--- src/rtl/pin_edge_irq_pkg.sv ---
package pin_edge_irq_pkg;

  typedef enum logic [3:0] {
    SEL_ENA_SET   = 4'd0,
    SEL_ENA_CLR   = 4'd1,
    SEL_MODE0_SET = 4'd2,
    SEL_MODE0_CLR = 4'd3,
    SEL_MODE1_SET = 4'd4,
    SEL_MODE1_CLR = 4'd5,
    SEL_FILT_SET  = 4'd6,
    SEL_FILT_CLR  = 4'd7,
    SEL_FLAG_CLR  = 4'd8
  } cfgSel_e;

  typedef struct packed {
    logic enaSet;
    logic enaClr;
    logic m0Set;
    logic m0Clr;
    logic m1Set;
    logic m1Clr;
    logic filtSet;
    logic filtClr;
    logic flagClr;
  } cfgStrobe_t;

  localparam logic [1:0] MODE_ANY  = 2'b00;
  localparam logic [1:0] MODE_RISE = 2'b01;
  localparam logic [1:0] MODE_FALL = 2'b10;

endpackage

--- src/rtl/pin_edge_irq_ctrl.sv ---
module pin_edge_irq_ctrl
  import pin_edge_irq_pkg::*;
(
  input  logic       wrEn,
  input  logic [3:0] wrSel,
  output cfgStrobe_t stb
);

  // One strobe per select code; unknown codes decode to nothing
  always_comb begin
    stb = '0;
    if (wrEn) begin
      case (wrSel)
        SEL_ENA_SET:   stb.enaSet  = 1'b1;
        SEL_ENA_CLR:   stb.enaClr  = 1'b1;
        SEL_MODE0_SET: stb.m0Set   = 1'b1;
        SEL_MODE0_CLR: stb.m0Clr   = 1'b1;
        SEL_MODE1_SET: stb.m1Set   = 1'b1;
        SEL_MODE1_CLR: stb.m1Clr   = 1'b1;
        SEL_FILT_SET:  stb.filtSet = 1'b1;
        SEL_FILT_CLR:  stb.filtClr = 1'b1;
        SEL_FLAG_CLR:  stb.flagClr = 1'b1;
        default:       stb = '0;
      endcase
    end
  end

endmodule

--- src/rtl/pin_edge_irq_cell.sv ---
module pin_edge_irq_cell
  import pin_edge_irq_pkg::*;
(
  input  logic       clk,
  input  logic       rstN,
  input  logic       pinIn,
  input  logic       wrBit,
  input  cfgStrobe_t stb,
  output logic       flagQ,
  output logic       evtOut,
  output logic       enaQ
);

  logic syncA, syncB;
  logic sampQ, filtQ;
  logic prevQ;
  logic mode0Q, mode1Q, fltEnQ;
  logic cond, rise, fall, hit;

  // Conditioned level: filtered or straight from the synchroniser
  assign cond = fltEnQ ? filtQ : syncB;
  assign rise = cond & ~prevQ;
  assign fall = ~cond & prevQ;

  always_comb begin
    case ({mode1Q, mode0Q})
      MODE_ANY:  hit = rise | fall;
      MODE_RISE: hit = rise;
      MODE_FALL: hit = fall;
      default:   hit = 1'b0;
    endcase
  end

  assign evtOut = hit;

  // Synchroniser, two-sample agreement filter and edge history
  always_ff @(posedge clk or negedge rstN) begin
    if (!rstN) begin
      syncA <= 1'b0;
      syncB <= 1'b0;
      sampQ <= 1'b0;
      filtQ <= 1'b0;
      prevQ <= 1'b0;
    end else begin
      syncA <= pinIn;
      syncB <= syncA;
      sampQ <= syncB;
      if (sampQ == syncB) filtQ <= syncB;
      prevQ <= cond;
    end
  end

  // Configuration bits with set/clear aliases
  always_ff @(posedge clk or negedge rstN) begin
    if (!rstN) begin
      enaQ   <= 1'b0;
      mode0Q <= 1'b0;
      mode1Q <= 1'b0;
      fltEnQ <= 1'b0;
    end else if (wrBit) begin
      if (stb.enaSet)      enaQ <= 1'b1;
      else if (stb.enaClr) enaQ <= 1'b0;
      if (stb.m0Set)       mode0Q <= 1'b1;
      else if (stb.m0Clr)  mode0Q <= 1'b0;
      if (stb.m1Set)       mode1Q <= 1'b1;
      else if (stb.m1Clr)  mode1Q <= 1'b0;
      if (stb.filtSet || stb.enaSet) fltEnQ <= 1'b1;
      else if (stb.filtClr)          fltEnQ <= 1'b0;
    end
  end

  // Sticky flag: a new edge wins over a same-cycle clear
  always_ff @(posedge clk or negedge rstN) begin
    if (!rstN)                         flagQ <= 1'b0;
    else if (hit)                      flagQ <= 1'b1;
    else if (stb.flagClr && wrBit)     flagQ <= 1'b0;
  end

  p_flag_hold_r7: assert property (@(posedge clk) disable iff (!rstN)
    (flagQ && !(stb.flagClr && wrBit)) |=> flagQ);

  p_clear_works_r7: assert property (@(posedge clk) disable iff (!rstN)
    (stb.flagClr && wrBit && !hit) |=> !flagQ);

  p_edge_wins_r8: assert property (@(posedge clk) disable iff (!rstN)
    hit |=> flagQ);

  p_ena_filt_r10: assert property (@(posedge clk) disable iff (!rstN)
    (stb.enaSet && wrBit) |=> (enaQ && fltEnQ));

  p_filter_agree_r6: assert property (@(posedge clk) disable iff (!rstN)
    !$stable(filtQ) |-> (filtQ == $past(syncB) && filtQ == $past(syncB, 2)));

  p_one_cycle_event_r11: assert property (@(posedge clk) disable iff (!rstN)
    (hit && $past(hit)) |-> ({mode1Q, mode0Q} == MODE_ANY));

endmodule

--- src/rtl/pin_edge_irq_dp.sv ---
module pin_edge_irq_dp
  import pin_edge_irq_pkg::*;
#(
  parameter int NUM_PINS = 32
) (
  input  logic                clk,
  input  logic                rstN,
  input  logic [NUM_PINS-1:0] pinIn,
  input  logic [NUM_PINS-1:0] wrData,
  input  cfgStrobe_t          stb,
  output logic [NUM_PINS-1:0] flagOut,
  output logic [NUM_PINS-1:0] eventOut,
  output logic                irqOut
);

  localparam int LastPin = NUM_PINS - 1;

  logic [LastPin:0] enaVec;

  for (genvar gi = 0; gi < NUM_PINS; gi++) begin : g_pin
    pin_edge_irq_cell u_cell (
      .clk    (clk),
      .rstN   (rstN),
      .pinIn  (pinIn[gi]),
      .wrBit  (wrData[gi]),
      .stb    (stb),
      .flagQ  (flagOut[gi]),
      .evtOut (eventOut[gi]),
      .enaQ   (enaVec[gi])
    );
  end

  assign irqOut = |(flagOut & enaVec);

  p_irq_needs_flag_r9: assert property (@(posedge clk) disable iff (!rstN)
    irqOut |-> (flagOut != '0));

endmodule

--- src/rtl/pin_edge_irq.sv ---
module pin_edge_irq
  import pin_edge_irq_pkg::*;
#(
  parameter int NUM_PINS = 32
) (
  input  logic                clk,
  input  logic                rstN,
  input  logic [NUM_PINS-1:0] pinIn,
  input  logic                wrEn,
  input  logic [3:0]          wrSel,
  input  logic [NUM_PINS-1:0] wrData,
  output logic [NUM_PINS-1:0] flagOut,
  output logic [NUM_PINS-1:0] eventOut,
  output logic                irqOut
);

  cfgStrobe_t stb;

  pin_edge_irq_ctrl u_ctrl (
    .wrEn  (wrEn),
    .wrSel (wrSel),
    .stb   (stb)
  );

  pin_edge_irq_dp #(.NUM_PINS(NUM_PINS)) u_dp (
    .clk      (clk),
    .rstN     (rstN),
    .pinIn    (pinIn),
    .wrData   (wrData),
    .stb      (stb),
    .flagOut  (flagOut),
    .eventOut (eventOut),
    .irqOut   (irqOut)
  );

  p_reset_quiet_r1: assert property (@(posedge clk)
    !rstN |=> (flagOut == '0));

endmodule

--- config.mk ---
export PLATFORM = sky130hd
export DESIGN_NAME = pin_edge_irq
export DESIGN_NICKNAME = d
export VERILOG_FILES = /design/src/rtl/pin_edge_irq_pkg.sv /design/src/rtl/pin_edge_irq_ctrl.sv /design/src/rtl/pin_edge_irq_cell.sv /design/src/rtl/pin_edge_irq_dp.sv /design/src/rtl/pin_edge_irq.sv
export SDC_FILE = /design/constraint.sdc
export NUM_CORES = 1
export LEC_CHECK = 0
export BUFFER_PORTS_ARGS = -buffer_cell sky130_fd_sc_hd__buf_2
export CORE_MARGIN = 3
export CORE_UTILIZATION = 64
export DETAILED_ROUTE_END_ITERATION = 8
export PLACE_DENSITY = 0.9
export SYNTH_ARGS = -nofsm -noshare
export SYNTH_HDL_FRONTEND = slang
export SYNTH_SLANG_ARGS = --single-unit
export TNS_END_PERCENT = 5
--- constraint.sdc ---
create_clock -name clk -period 5.96 [get_ports clk]
set_clock_uncertainty 0.1 [all_clocks]
set_input_delay 1.788 -clock clk [delete_from_list [all_inputs] [get_ports clk]]
set_output_delay 1.788 -clock clk [all_outputs]
set_load 0.02 [all_outputs]
## Word level (Yosys, flattened, before mapping)

Index checks and enable logic that the tools add are counted.

- Output and inout bits: 65
- Word-level logic and storage cells: 962
- Flip-flop bits (word level): 320

- Bitwise operators: 161
- Reductions and logical operators: 231
- Multiplexer cells: 146
- Eq/ne operators: 104

Operators with widths:

| cell | number |
|---|---|
| 2-bit AND reduction | 128 |
| 1-bit 2-to-1 mux | 113 |
| 1-bit one-hot mux with 3 select lines | 32 |
| 2-bit nonzero test | 36 |
| 1-bit bitwise AND | 64 |
| 2-bit by 1-bit equality test with 1-bit output, second input constant | 32 |
| 2-bit equality test, second input constant | 32 |
| 2-bit logical NOT | 32 |
| 1-bit NOT | 64 |
| 32-bit bitwise AND | 1 |
| 1-bit equality test | 32 |
| 1-bit logical AND | 32 |
| 1-bit bitwise OR | 32 |
| 32-bit OR reduction | 1 |
| 4-bit by 3-bit equality test with 1-bit output, second input constant | 4 |
| 9-bit 2-to-1 mux | 1 |
| 4-bit by 2-bit equality test with 1-bit output, second input constant | 2 |
| 4-bit by 1-bit equality test with 1-bit output, second input constant | 1 |
| 4-bit equality test, second input constant | 1 |
| 4-bit logical NOT | 1 |
| 1-bit logical OR | 1 |

## Logic depth before layout (Yosys ltp)

Gate-level depths: netlist of run 1.

- Word-level depth: 6
- Mapped depth: 6
- Depth with buffers taken out: 6

## Modules after synthesis

A second synthesis of run 1 with hierarchy kept.

- Cells, all modules: 1092
- Area, all modules: 13773.2 um^2

Modules (own cells, without submodules):

| module | instances | area each (um^2) | cells each |
|---|---|---|---|
| pin_edge_irq_cell | 32 | 422.9 | 33 |
| pin_edge_irq_dp | 1 | 157.7 | 21 |
| pin_edge_irq_ctrl | 1 | 82.6 | 15 |

## Worst setup path after synthesis of run 1

No wires, ideal clock.

- Kind: register -> output
- Start: reg u_dp.g_pin[10].u_cell.fltEnQ
- End: out eventOut[10]
- Data required time: 4.072 ns
- Cell stages (with the launch flop): 7
- Arrival time: 1.434 ns
- Setup slack: 2.638 ns
- Cell sequence: dfrtp_1 mux2i_1 inv_1 ha_1 nor2b_1 o31ai_1 buf_4

- Longest elaborated chain between the ends: 5

Ends and longest elaborated chain:

| item | RTL line | source |
|---|---|---|
| start: declaration | pin_edge_irq_cell.sv:17 | `logic mode0Q, mode1Q, fltEnQ;` |
| start signal: assignment | pin_edge_irq_cell.sv:59 | `fltEnQ <= 1'b0;` |
| start signal: assignment | pin_edge_irq_cell.sv:67 | `if (stb.filtSet \|\| stb.enaSet) fltEnQ <= 1'b1;` |
| start signal: assignment | pin_edge_irq_cell.sv:68 | `else if (stb.filtClr) fltEnQ <= 1'b0;` |
| 1-bit 2-to-1 mux * | pin_edge_irq_cell.sv:21 | `assign cond = fltEnQ ? filtQ : syncB;` |
| net u_dp.g_pin[10].u_cell.cond | pin_edge_irq_cell.sv:18 | `logic cond, rise, fall, hit;` |
| 1-bit NOT | pin_edge_irq_cell.sv:23 | `assign fall = ~cond & prevQ;` |
| 1-bit bitwise AND | pin_edge_irq_cell.sv:23 |  |
| 1-bit bitwise OR | pin_edge_irq_cell.sv:27 | `MODE_ANY: hit = rise \| fall;` |
| 1-bit one-hot mux with 3 select lines * | pin_edge_irq_cell.sv:26 | `case ({mode1Q, mode0Q})` |
| end: declaration | pin_edge_irq.sv:13 | `output logic [NUM_PINS-1:0] eventOut,` |

Mark *: on every way through the listed nets, which the timed path passes. The rest lies on a longest branch.

## Worst setup path after layout of run 1

- Start: reg u_dp.g_pin[23].u_cell.fltEnQ
- End: out eventOut[23]

- Longest elaborated chain between the ends: 5

Ends and longest elaborated chain:

| item | RTL line |
|---|---|
| start: declaration | pin_edge_irq_cell.sv:17 |
| start signal: assignment | pin_edge_irq_cell.sv:59 |
| start signal: assignment | pin_edge_irq_cell.sv:67 |
| start signal: assignment | pin_edge_irq_cell.sv:68 |
| 1-bit 2-to-1 mux * | pin_edge_irq_cell.sv:21 |
| net u_dp.g_pin[23].u_cell.cond | pin_edge_irq_cell.sv:18 |
| 1-bit NOT | pin_edge_irq_cell.sv:23 |
| 1-bit bitwise AND | pin_edge_irq_cell.sv:23 |
| 1-bit bitwise OR | pin_edge_irq_cell.sv:27 |
| 1-bit one-hot mux with 3 select lines * | pin_edge_irq_cell.sv:26 |

Marked as above.

==> run summary, run 1 <==
Run status: completed
Last weighted congestion value of the routability-driven placer: 0.817
Count of pins over their slew limit: 0
Setup violators final: 0
Normalized max-slew margin: 25.1%
Number of antenna violations at the first check in global routing: 4
Routed vias/inst: 6.13
Tmin final: 4.53 ns
Number of rows in the core area: 53
Timing endpoint of the critical path: eventOut[23]
Syn Nets: 1368
Period Utilization, post-route: 75.9%
Number of standard cells in the final layout excluding fillers: 1570
Endpoint type of the worst setup path: primary output
Wire length of the first global-routing pass: 52000 um
Vias: 9620
Number of input and output port buffers inserted: 135
Drt drc: 0
Overall power consumption: 0.00548 W
Post-synthesis instance area: 0.0141 sq mm
Post-synthesis cell count: 1233
Total wire length after detailed routing: 32300 um
Aggregate global-route resource usage: 26.9%
Number of iterations in the first detailed-routing pass: 7
Proportion of layout cells with a drive suffix above 1: 15.5%
Synth warn: 0
Summed negative setup slack over all endpoints: 0 ns
Growth of design area from synthesis to finish: 9.67%
Post-Syn Area per Cell: 11.5 sq um
Number of global-route vias before repair: 10037
Endpoint required time on the critical path: 4.07 ns
Violation count after the first detailed-route iteration: 860
Clock Tree Root: clkbuf_16
Critical path data arrival time: 2.64 ns
Peak clock frequency supported by timing: 221 MHz
Number of buffers created by CTS: 31
Number of gates resized after cts: 0
Synthesis-stage register bit count: 320
Share of synthesized area occupied by flip-flops and latches: 56.6%
Share of the core filled with cells in the final layout: 72.6%
Capturing point of the worst reg2reg path: u_dp.g_pin[23].u_cell.flagQ
Number of different library cells in the post-synthesis netlist: 30
Average routed wire per standard cell: 20.6 um
Startpoint type of the worst setup path: register
Count of final hold-check violations: 0
Unrepaired setup endpoints after global routing: no
Later-pin clock latency in the skew report: 0.56 ns
Setup slack of the most critical reg-to-reg path: 3.87 ns
Start point of the critical path: u_dp.g_pin[23].u_cell.fltEnQ
Clock transition at the registers of the reported paths: 0.06 ns
Sum of net half-perimeters after detailed placement: 20300 um
TritonCTS clock tree: yes
R2R Path Start: u_dp.g_pin[23].u_cell.fltEnQ
Largest buffer count on any clock path: 3
Height of the die: 155 um
Cell count after placement: 1511
Worst hold path depth: 0
Max-Cap Viols: 0
Worst Reg2Reg Path Length in Cells: 6
Top-Level Pins: 136
Number of setup buffers added after CTS: 0
Total gr overflow: 0
Sink count of the clock tree: 320
Worst-Margin Slew: 1.12 ns
Worst-path maximum fanout: 3
Post-DRT Antenna Nets: 0
Leak Pwr: 7.39 nW
Path type of the worst setup path: register to primary output
Die width: 155 um
Filler instances: 1352
Path class of the lowest-slack min-delay path: register to register
Largest net degree at the start of global routing: 132
Power density normalized to cell area: 353 mW/mm^2
Overall die area: 0.0239 sq mm
Core Footprint: 0.0214 sq mm
Initial core utilization: 66.2%
Number of H-tree levels: 1
Total Nets Final: 1404
Worst vdd rail ir drop: 231 uV
CTS Hold Buffers Added: 0
Min Hold Slack: 0.247 ns
-- flip-flops by register name, summed over array words and instances (netlist names) --
signal,count
u_dp.g_pin.u_cell.enaQ,32
u_dp.g_pin.u_cell.filtQ,32
u_dp.g_pin.u_cell.flagQ,32
u_dp.g_pin.u_cell.fltEnQ,32
u_dp.g_pin.u_cell.mode0Q,32
u_dp.g_pin.u_cell.mode1Q,32
u_dp.g_pin.u_cell.prevQ,32
u_dp.g_pin.u_cell.sampQ,32
u_dp.g_pin.u_cell.syncA,32
u_dp.g_pin.u_cell.syncB,32
-- critical path, stage by stage (launching register included) --
cell and delay (ns):
dfrtp_1 0.40, mux2i_1 0.33, inv_1 0.11, ha_1 0.27
nor2b_1 0.13, o31ai_1 0.54, buf_2 0.29
-- power by group --
part           internal, W  switching [W]  leakage, nW  total [W]
sequential         0.00244       0.000216         3.53    0.00265
combinational     0.000369       0.000559         3.36   0.000928
clock              0.00108       0.000817        0.496    0.00190
-- Yosys cell counts (all sizes together) --
cell type / instances / share of area, %
dfrtp: 320 / 57
inv: 134 / 3.6
buf: 106 / 4.9
nor2b: 96 / 4.2
mux2i: 70 / 5.0
ha: 64 / 5.7
a21oi: 58 / 2.1
a31oi: 58 / 2.6
nand2: 38 / 1.0
clkbuf: 35 / 0.93
a211o: 32 / 2.0
a21o: 32 / 1.7
maj3: 32 / 2.3
nand3: 32 / 1.1
nand3b: 32 / 1.7
nor4: 32 / 1.4
o31ai: 32 / 1.7
a22oi: 16 / 0.85
nand4: 4 / 0.18
and2: 2 / 0.088
and4bb: 1 / 0.088
nand2b: 1 / 0.044
nor3: 1 / 0.071
nor4b: 1 / 0.11
nor4bb: 1 / 0.071
o21bai: 1 / 0.053
or4: 1 / 0.053
xor2: 1 / 0.062
-- per-layer routing --
layer / part of all wire (%) / vias up / global-route usage, % / routed length (um)
li1: - / 4230 / - / -
met2: 51 / 396 / 46.2 / 16400
met1: 39 / 4911 / 33.8 / 12600
met5: 0 / - / 0 / 0
met3: 6.7 / 83 / 5.20 / 2150
met4: 3.4 / 0 / 10.7 / 1110
-- cells by family (layout without fill, tap and decap cells) --
logic type | after synthesis | after routing | share of synthesized area, %
flip-flops | 320 | 320 | 56.6
buffers and inverters | 275 | 333 | 9.35
AND/OR/NAND/NOR | 242 | 242 | 10.2
AO/OA/AOI/OAI | 229 | 229 | 10.9
adder cells (fa/ha/maj) | 96 | 96 | 7.93
multiplexers | 70 | 70 | 4.95
XOR/XNOR | 1 | 1 | 0.0619
other | 0 | 4 | 0
-- final cells by class --
| class | count | area, sq um | share of cell area (%) |
|---|---|---|---|
| timing repair buffer | 144 | 781 | 5.03 |
| sequential | 320 | 8010 | 51.6 |
| multi-input combinational | 638 | 4880 | 31.4 |
| clock inverter | 11 | 95.1 | 0.613 |
| antenna | 4 | 10.0 | 0.0645 |
| clock buffer | 44 | 895 | 5.77 |
| tap | 275 | 344 | 2.22 |
| inverter | 134 | 503 | 3.24 |
-- worst min-delay path by stage --
stage	from	slack [ns]	to
6_report	u_dp.g_pin[5].u_cell.syncA	0.25	u_dp.g_pin[5].u_cell.syncB
5_1_grt	u_dp.g_pin[24].u_cell.syncA	0.25	u_dp.g_pin[24].u_cell.syncB
4_1_cts	u_dp.g_pin[5].u_cell.syncA	0.25	u_dp.g_pin[5].u_cell.syncB
3_5_place_dp	u_dp.g_pin[5].u_cell.syncA	0.23	u_dp.g_pin[5].u_cell.syncB
3_3_place_gp	u_dp.g_pin[7].u_cell.syncA	0.23	u_dp.g_pin[7].u_cell.syncB
2_1_floorplan	u_dp.g_pin[0].u_cell.syncA	0.23	u_dp.g_pin[0].u_cell.syncB
-- metrics by stage --
step | area [sq um] | setup slack, ns
3_3_place_gp | 14500 | 2.12
3_5_place_dp | 14500 | 2.12
6_report | 15500 | 1.43
5_1_grt | 15500 | 1.43
2_1_floorplan | 14100 | 2.64
4_1_cts | 15500 | 1.51
-- layout by cell type, fill, tap and decap left out --
cell type,count
xor2_4,1
a21oi_1,58
nand3b_1,32
inv_1,134
nand4_1,4
and2_1,2
nor3_4,1
clkbuf_1,6
bufinv_16,1
o21bai_4,1
or4_1,1
clkbuf_16,31
nor4_1,32
inv_6,1
diode_2,4
clkinv_2,8
nor4b_4,1
buf_12,2
a21o_1,32
clkinv_8,1
a22oi_1,16
dfrtp_1,320
o31ai_1,32
a211o_1,32
nor2b_1,96
maj3_1,32
nand2_1,38
a31oi_1,58
ha_1,64
buf_8,1
nand3_1,32
buf_2,133
buf_4,8
mux2i_1,70
nand2b_2,1
nor4bb_4,1
clkbuf_8,7
and4bb_2,1
Power figures use the tool's default switching activity.
==> run 2: changes to the inputs <==
--- a/config.mk
+++ b/config.mk
@@ -7,9 +7,9 @@
 export LEC_CHECK = 0
 export BUFFER_PORTS_ARGS = -buffer_cell sky130_fd_sc_hd__buf_2
 export CORE_MARGIN = 3
-export CORE_UTILIZATION = 64
+export CORE_UTILIZATION = 59
 export DETAILED_ROUTE_END_ITERATION = 8
-export PLACE_DENSITY = 0.9
+export PLACE_DENSITY = 0.84
 export SYNTH_ARGS = -nofsm -noshare
 export SYNTH_HDL_FRONTEND = slang
 export SYNTH_SLANG_ARGS = --single-unit
==> constraint.sdc (replaced) <==
create_clock -name clk -period 4.5 [get_ports clk]
set_clock_uncertainty 0.1 [all_clocks]
set_input_delay 1.35 -clock clk [delete_from_list [all_inputs] [get_ports clk]]
set_output_delay 1.35 -clock clk [all_outputs]
set_load 0.02 [all_outputs]
==> run summary, run 2 (same netlist as run 1, synthesis figures left out) <==
Run status: completed
Initial core utilization: 60.1%
Worst-Margin Slew: 0.914 ns
Routed vias/inst: 5.68
Growth of design area from synthesis to finish: 11.9%
Number of standard cells in the final layout excluding fillers: 1620
Count of final hold-check violations: 0
Max-Cap Viols: 0
Height of the die: 161 um
Number of rows in the core area: 56
Clock transition at the registers of the reported paths: 0.06 ns
Worst hold path depth: 0
Number of antenna violations at the first check in global routing: 0
Filler instances: 1759
Largest delay share family, worst path: flip-flops
Critical path data arrival time: 2.30 ns
CP max-delay cell: dfrtp_1
Total Nets Final: 1410
Leak Pwr: 7.50 nW
Setup violators final: 0
Endpoint type of the worst setup path: primary output
Worst-path maximum fanout: 3
Number of gates resized after cts: 0
Number of iterations in the first detailed-routing pass: 5
Sum of net half-perimeters after detailed placement: 19600 um
Number of buffer and inverter stages on the critical path: 2
CTS Hold Buffers Added: 0
Wire length of the first global-routing pass: 50000 um
Largest net degree at the start of global routing: 129
Later-pin clock latency in the skew report: 0.50 ns
Path type of the worst setup path: register to primary output
Power density normalized to cell area: 479 mW/mm^2
Vias: 9208
Endpoint required time on the critical path: 3.05 ns
Proportion of layout cells with a drive suffix above 1: 15.9%
TritonCTS clock tree: yes
Period Utilization, post-route: 83.3%
Core Footprint: 0.0235 sq mm
Drt drc: 0
Startpoint type of the worst setup path: register
Number of H-tree levels: 2
Clock Tree Root: clkbuf_16
Worst vdd rail ir drop: 292 uV
Setup slack of the most critical reg-to-reg path: 2.66 ns
Overall die area: 0.0259 sq mm
Leading cell types in the layout, fill and taps excluded: 320 x dfrtp_1, 134 x inv_1, 133 x buf_2
Total wire length after detailed routing: 30500 um
Count of cell instances traversed by the critical path: 6
Max stage delay on crit path: 0.40 ns
Peak clock frequency supported by timing: 267 MHz
Average routed wire per standard cell: 18.9 um
Number of setup buffers added after CTS: 0
Unrepaired setup endpoints after global routing: no
Cell count after placement: 1558
Number of input and output port buffers inserted: 135
Series of cell instances along the critical path: mux2i_1 > inv_1 > ha_1 > nor2b_1 > o31ai_1 > buf_2
Summed negative setup slack over all endpoints: 0 ns
Worst Reg2Reg Path Length in Cells: 6
Number of global-route vias before repair: 9579
Count of pins over their slew limit: 0
Violation count after the first detailed-route iteration: 741
Total gr overflow: 0
Share of the core filled with cells in the final layout: 67.2%
Normalized max-slew margin: 39.1%
Leading cell type in the layout, fill and taps excluded: dfrtp_1
Path class of the lowest-slack min-delay path: register to register
Post-DRT Antenna Nets: 0
Largest buffer count on any clock path: 3
Die width: 161 um
Tmin final: 3.75 ns
Last weighted congestion value of the routability-driven placer: 0.783
Sink count of the clock tree: 320
Aggregate global-route resource usage: 24.1%
Number of buffers created by CTS: 34
Top-Level Pins: 136
==> run 2: through the flow <==
step	hold slack (ns)	worst slack [ns]	power (W)	area, sq um
after floorplan	0.231	1.62	0.00442	14100
after global placement	0.232	1.32	0.00465	14700
after detailed placement	0.235	1.30	0.00473	14700
after CTS	0.247	0.727	0.00764	15800
after global routing	0.253	0.518	0.00796	15800
final	0.244	0.753	0.00758	15800
==> run 2: layer usage <==
layer  track usage (%)  routed length, um  up-vias  share of wire, %
met2              40.5              15300      278                50
met1              32.6              12800     4636                42
met5                 0                  0        -                 0
met3              3.66               1770       59               5.8
li1                  -                  -     4235                 -
met4              7.63                716        0               2.3
==> run 2: cell type report <==
cell class	instances	area (sq um)	area share [%]
multi-input cells	638	4880	30.8
clock buffers	49	1010	6.39
repair buffers	147	866	5.47
well taps	319	399	2.52
inverters	134	503	3.18
flip-flops and latches	320	8010	50.6
clock inverters	12	163	1.03
diodes	1	2.50	0.0158
==> run 2: final timing paths <==
path,start,to
worst min-delay path,u_dp.g_pin[22].u_cell.syncA,u_dp.g_pin[22].u_cell.syncB
min in group asynchronous,rstN,u_dp.g_pin[8].u_cell.mode1Q
worst max-delay path,u_dp.g_pin[26].u_cell.fltEnQ,eventOut[26]
max in group asynchronous,rstN,u_dp.g_pin[3].u_cell.flagQ
worst max register to register,u_dp.g_pin[5].u_cell.fltEnQ,u_dp.g_pin[5].u_cell.flagQ
worst min register to register,u_dp.g_pin[22].u_cell.syncA,u_dp.g_pin[22].u_cell.syncB
==> run 2: power by group <==
part           leakage (nW)  total, W  switching, W  internal [W]
clock                 0.578   0.00290       0.00111       0.00179
combinational          3.39   0.00119      0.000695      0.000494
sequential             3.53   0.00349      0.000262       0.00323
total                  7.50   0.00758       0.00206       0.00552
